File: src/rtl/tmr_cmp_pkg.sv
package tmr_cmp_pkg;
  typedef enum logic [1:0] {
    PIN_KEEP = 2'b00,
    PIN_FLIP = 2'b01,
    PIN_LOW  = 2'b10,
    PIN_HIGH = 2'b11
  } pin_act_e;

  localparam int CTL_W      = 8;
  localparam int FRC_A_BIT  = 7;
  localparam int FRC_B_BIT  = 6;
  localparam int CFG_W      = 4;

  function automatic logic pin_next(input pin_act_e act, input logic cur);
    case (act)
      PIN_FLIP: pin_next = ~cur;
      PIN_LOW:  pin_next = 1'b0;
      PIN_HIGH: pin_next = 1'b1;
      default:  pin_next = cur;
    endcase
  endfunction
endpackage

File: src/rtl/tmr_cmp_ctl.sv
module tmr_cmp_ctl
  import tmr_cmp_pkg::*;
(
  input  logic             clk,
  input  logic             rst,
  input  logic             we,
  input  logic [CTL_W-1:0] wdata,
  input  logic             pwm_mode,
  output logic [CTL_W-1:0] rdata,
  output logic [CFG_W-1:0] cfg,
  output logic [1:0]       frc
);
  logic [CFG_W-1:0] cfg_q;

  always_ff @(posedge clk) begin
    if (rst)     cfg_q <= '0;
    else if (we) cfg_q <= wdata[CFG_W-1:0];
  end

  // force strobes are gated by the waveform mode and never stored
  assign frc[0] = we & wdata[FRC_A_BIT] & ~pwm_mode;
  assign frc[1] = we & wdata[FRC_B_BIT] & ~pwm_mode;
  assign cfg    = cfg_q;
  assign rdata  = {{(CTL_W-CFG_W){1'b0}}, cfg_q};

  always_comb begin
    AST_RSV_ZERO: assert (rdata[CTL_W-1:CFG_W] == '0);
  end
endmodule

File: src/rtl/tmr_cmp_chan.sv
module tmr_cmp_chan
  import tmr_cmp_pkg::*;
#(
  parameter int CNT_W = 8
) (
  input  logic             clk,
  input  logic             rst,
  input  logic [CNT_W-1:0] cnt_val,
  input  logic             cnt_en,
  input  logic [CNT_W-1:0] cmp_val,
  input  logic [1:0]       mode,
  input  logic             pwm_mode,
  input  logic             frc,
  input  logic             flag_clr,
  output logic             hit,
  output logic             pin,
  output logic             flag
);
  logic pin_q, flag_q, act;
  pin_act_e act_sel;

  assign hit     = cnt_en && (cnt_val == cmp_val);
  assign act_sel = pin_act_e'(mode);
  // one action per cycle whether it came from a match, a force, or both
  assign act     = (hit && !pwm_mode) || frc;

  always_ff @(posedge clk) begin
    if (rst) begin
      pin_q  <= 1'b0;
      flag_q <= 1'b0;
    end else begin
      if (act) pin_q <= pin_next(act_sel, pin_q);
      if (hit)           flag_q <= 1'b1;
      else if (flag_clr) flag_q <= 1'b0;
    end
  end

  assign pin  = pin_q;
  assign flag = flag_q;

  AST_FLAG_CAUSE: assert property (@(posedge clk) disable iff (rst)
    $rose(flag_q) |-> $past(hit));
  AST_PWM_HOLD: assert property (@(posedge clk) disable iff (rst)
    pwm_mode |=> $stable(pin_q));
  AST_KEEP_HOLD: assert property (@(posedge clk) disable iff (rst)
    (mode == 2'b00) |=> $stable(pin_q));
  AST_FRC_NOFLAG: assert property (@(posedge clk) disable iff (rst)
    (!hit && !flag_q) |=> !flag_q);
endmodule

File: src/rtl/tmr_cmp_out.sv
module tmr_cmp_out
  import tmr_cmp_pkg::*;
#(
  parameter int CNT_W = 8
) (
  input  logic             clk,
  input  logic             rst,
  input  logic             ctl_we,
  input  logic [7:0]       ctl_wdata,
  output logic [7:0]       ctl_rdata,
  output logic             wave_bit,
  output logic [2:0]       clk_sel,
  input  logic [CNT_W-1:0] cnt_val,
  input  logic             cnt_en,
  input  logic             pwm_mode,
  input  logic             ctc_en,
  input  logic             ctc_sel,
  input  logic [CNT_W-1:0] cmp_a,
  input  logic [CNT_W-1:0] cmp_b,
  input  logic [1:0]       mode_a,
  input  logic [1:0]       mode_b,
  input  logic [1:0]       flag_clr,
  output logic             pin_a,
  output logic             pin_b,
  output logic             flag_a,
  output logic             flag_b,
  output logic             cnt_clr
);
  localparam int NCH = 2;

  logic [CFG_W-1:0] cfg;
  logic [NCH-1:0]   frc, hit, pin, flag;
  logic [CNT_W-1:0] cmp [NCH];
  logic [1:0]       mode [NCH];
  logic             clr_q;

  assign cmp[0]  = cmp_a;
  assign cmp[1]  = cmp_b;
  assign mode[0] = mode_a;
  assign mode[1] = mode_b;

  tmr_cmp_ctl u_ctl (
    .clk(clk), .rst(rst), .we(ctl_we), .wdata(ctl_wdata),
    .pwm_mode(pwm_mode), .rdata(ctl_rdata), .cfg(cfg), .frc(frc)
  );

  for (genvar c = 0; c < NCH; c++) begin : g_ch
    tmr_cmp_chan #(.CNT_W(CNT_W)) u_ch (
      .clk(clk), .rst(rst), .cnt_val(cnt_val), .cnt_en(cnt_en),
      .cmp_val(cmp[c]), .mode(mode[c]), .pwm_mode(pwm_mode),
      .frc(frc[c]), .flag_clr(flag_clr[c]),
      .hit(hit[c]), .pin(pin[c]), .flag(flag[c])
    );
  end

  // only a real match on the TOP channel may clear the counter
  always_ff @(posedge clk) begin
    if (rst) clr_q <= 1'b0;
    else     clr_q <= ctc_en && hit[ctc_sel];
  end

  assign wave_bit = cfg[3];
  assign clk_sel  = cfg[2:0];
  assign pin_a    = pin[0];
  assign pin_b    = pin[1];
  assign flag_a   = flag[0];
  assign flag_b   = flag[1];
  assign cnt_clr  = clr_q;

  AST_CLR_NEEDS_HIT: assert property (@(posedge clk) disable iff (rst)
    (hit == '0) |=> !clr_q);
  AST_CLR_NEEDS_CTC: assert property (@(posedge clk) disable iff (rst)
    !ctc_en |=> !clr_q);
endmodule

File: config.mk
export PLATFORM = sky130hd
export DESIGN_NAME = tmr_cmp_out
export DESIGN_NICKNAME = d
export VERILOG_FILES = /design/src/rtl/tmr_cmp_pkg.sv /design/src/rtl/tmr_cmp_ctl.sv /design/src/rtl/tmr_cmp_chan.sv /design/src/rtl/tmr_cmp_out.sv
export SDC_FILE = /design/constraint.sdc
export NUM_CORES = 1
export LEC_CHECK = 0
export ABC_AREA = 1
export BUFFER_PORTS_ARGS = -buffer_cell sky130_fd_sc_hd__buf_2
export CORE_MARGIN = 10
export CORE_UTILIZATION = 38
export DETAILED_ROUTE_END_ITERATION = 6
export PLACE_DENSITY = 0.79
export SKIP_LAST_GASP = 1
export SLEW_MARGIN = 15
export SYNTH_ARGS = -nofsm -noshare
export SYNTH_HDL_FRONTEND = slang
export SYNTH_SLANG_ARGS = --single-unit
File: constraint.sdc
create_clock -name clk -period 1.23 [get_ports clk]
set_clock_uncertainty 0.2 [all_clocks]
set_input_delay 0 -clock clk [delete_from_list [all_inputs] [get_ports clk]]
set_output_delay 0 -clock clk [all_outputs]
set_load 0.005 [all_outputs]
==> impl_metrics.tcl <==
set metrics [dict create \
    hold_viol_final 3 \
    drt_iter0_drc 33 \
    drv_cap 0 \
    netlist_instances 135 \
    power_density_mw_per_mm2 664.7 \
    grt_pass1_vias 984 \
    synthToLayoutAreaGrowth_pct 60.63 \
    viasPerCell 4.189 \
    critPathMaxFanout 5 \
    drc 0 \
    syn_area_sq_um 753.2 \
    insertedDiodeCount 0 \
    fmaxAchievable_mhz 895.7 \
    yosys-top-cells-area "dfxtp_1 24%, nand2_1 20%, inv_1 16%" \
    dp_hpwl_mm 2.087 \
    holdPathStages 6 \
    ioPinCount 62 \
    leakage_nw 0.7620 \
    violations "negative hold slack" \
    synth_top_area_frac 0.2392 \
    antenna_found_initial 0 \
    cts-root-buf "clkbuf_4" \
    cts-buffers-inserted 3 \
    setup_violations 0 \
    start_util 0.3919 \
    num_vias 976 \
    ant_nets 0 \
    cts_tree "yes" \
    startpoint_type "input port" \
    clockBufferDepth 2 \
    whs_ns -0.02398 \
    ys_ff_latch 9 \
    firstDrtPassIters 4 \
    setup_tns_ns 0 \
    grt_start_max_net_pins 9 \
    min_period_ns 1.116 \
    cts-htree-levels 1 \
    die-area_sq_mm 0.004163 \
    rows 16 \
    status "finished with violations" \
    r2r_slack_ns 0.22 \
    worstSkewPairLatency_ns 0.25 \
    grt_remaining_overflow 0 \
    fin_nets 252 \
    drive_above_1_share 0.3058 \
    portBuffers 55 \
    placeableCoreArea_sq_mm 0.001922 \
    critPathArrivalTime_ns 1.07 \
    drt-total-wl_mm 2.529 \
    hold_path_class "in2reg" \
    syn_avg_cell_area_sq_um 5.579 \
    die_h_um 64.52 \
    synth_top_area_cell "dfxtp_1" \
    hold_buffers 17 \
    track_usage 0.1171 \
    synth_cell_types 13 \
    wl_per_cell_um 10.85 \
    critPathKind "in2reg" \
    layout_commonest_cell "buf_2" \
    max-vdd-ir-drop_mv 0.4679 \
    ys_seq_area_frac 0.2392 \
    critical_path_required_ns 1.19 \
    maxSlewViolCount 0 \
    die_x_um 64.52 \
    yosys_warnings 0 \
    rsz0062_at_grt "false" \
    path_clk_slew_ns 0.06 \
    grt_pass1_wl_mm 4.133 \
    final_util 0.6296 \
    ff2ff_path_depth 5 \
    gp_congestion 0.7739 \
    cp-end-kind "flop" \
    cts_sinks 9 \
    final_cell_mix "55 x buf_2, 40 x nand2_1, 31 x inv_1" \
    period_share 0.9077 \
]
[cell families (layout without fill, tap and decap cells)]
family,after synthesis,in the layout,share of synthesized area
flops,9,9,0.2392
compound gates,14,14,0.09303
simple gates,67,67,0.3771
buf+inv,40,108,0.2392
xor+xnor,4,4,0.04651
other cells,1,4,0.004979
[registers in the layout, indices dropped and copies added (netlist names)]
register        flops
u_ctl.cfg           4
g_ch.u_ch.flag      2
g_ch.u_ch.pin       2
cnt_clr             1
[repair_timing]
item                                    in CTS  in global routing
setup buffers                                0                  0
resized for setup                            0                  1
endpoints found under the setup margin       0                  1
endpoints found under the hold margin        9                  1
[worst paths after layout]
path | from | end
min reg2reg | g_ch[0].u_ch.flag | g_ch[0].u_ch.flag
max reg2reg | g_ch[1].u_ch.pin | g_ch[1].u_ch.pin
min | cmp_a[7] | g_ch[0].u_ch.flag
max | pwm_mode | g_ch[1].u_ch.pin
[report_power, final]
group	internal [W]	total (W)	switching [W]
sequential	0.000304	0.000313	0.00000888
clock	0.000125	0.000222	0.0000972
combinational	0.000141	0.000269	0.000128
[stage by stage]
stage | total power (W) | setup slack (ns) | cells | area (sq um) | hold slack, ns
after floorplan | 0.0004455 | 0.2729 | 138 | 764.5 | -0.1309
after global placement | 0.0005339 | 0.08915 | 212 | 1013 | -0.01366
after detailed placement | 0.0005445 | 0.05954 | 212 | 1013 | -0.01101
after CTS | 0.0008119 | 0.05116 | 233 | 1210 | -0.02546
after global routing | 0.0008731 | 0.05972 | 233 | 1210 | -0.01917
final | 0.0008043 | 0.1136 | 233 | 1210 | -0.02398
[cell usage after synthesis]
master / count
nand2_1: 40
inv_1: 32
nor2_1: 12
nand3_1: 10
dfxtp_1: 9
a21oi_1: 8
buf_4: 8
o21ai_0: 6
xor2_1: 4
nand3_2: 2
nor2_2: 2
conb_1: 1
nand4_1: 1
[metal layers]
metal	GRT usage	wire length, um	vias up
met5	0	0	-
met4	0.03209	17	0
met3	0.03093	106	2
met2	0.2401	1481	24
met1	0.1087	924	417
li1	-	-	533
[worst max-delay path, stage by stage]
cell	delay, ns
dlygate4sd3_1	0.53
buf_2	0.12
inv_2	0.08
nand4_1	0.09
nand3_1	0.08
nand3_1	0.07
nand2_1	0.06
inv_1	0.03
[final cells by class]
| cell class | count | area [sq um] |
|---|---|---|
| Tap cell | 27 | 33.78 |
| Sequential cell | 9 | 180.2 |
| Inverter | 32 | 120.1 |
| Timing Repair Buffer | 72 | 445.4 |
| Clock buffer | 4 | 26.28 |
| Fill cell | 191 | 711.9 |
| Multi-Input combinational cell | 89 | 404.1 |
No activity file was read; power rests on OpenSTA's default activity.
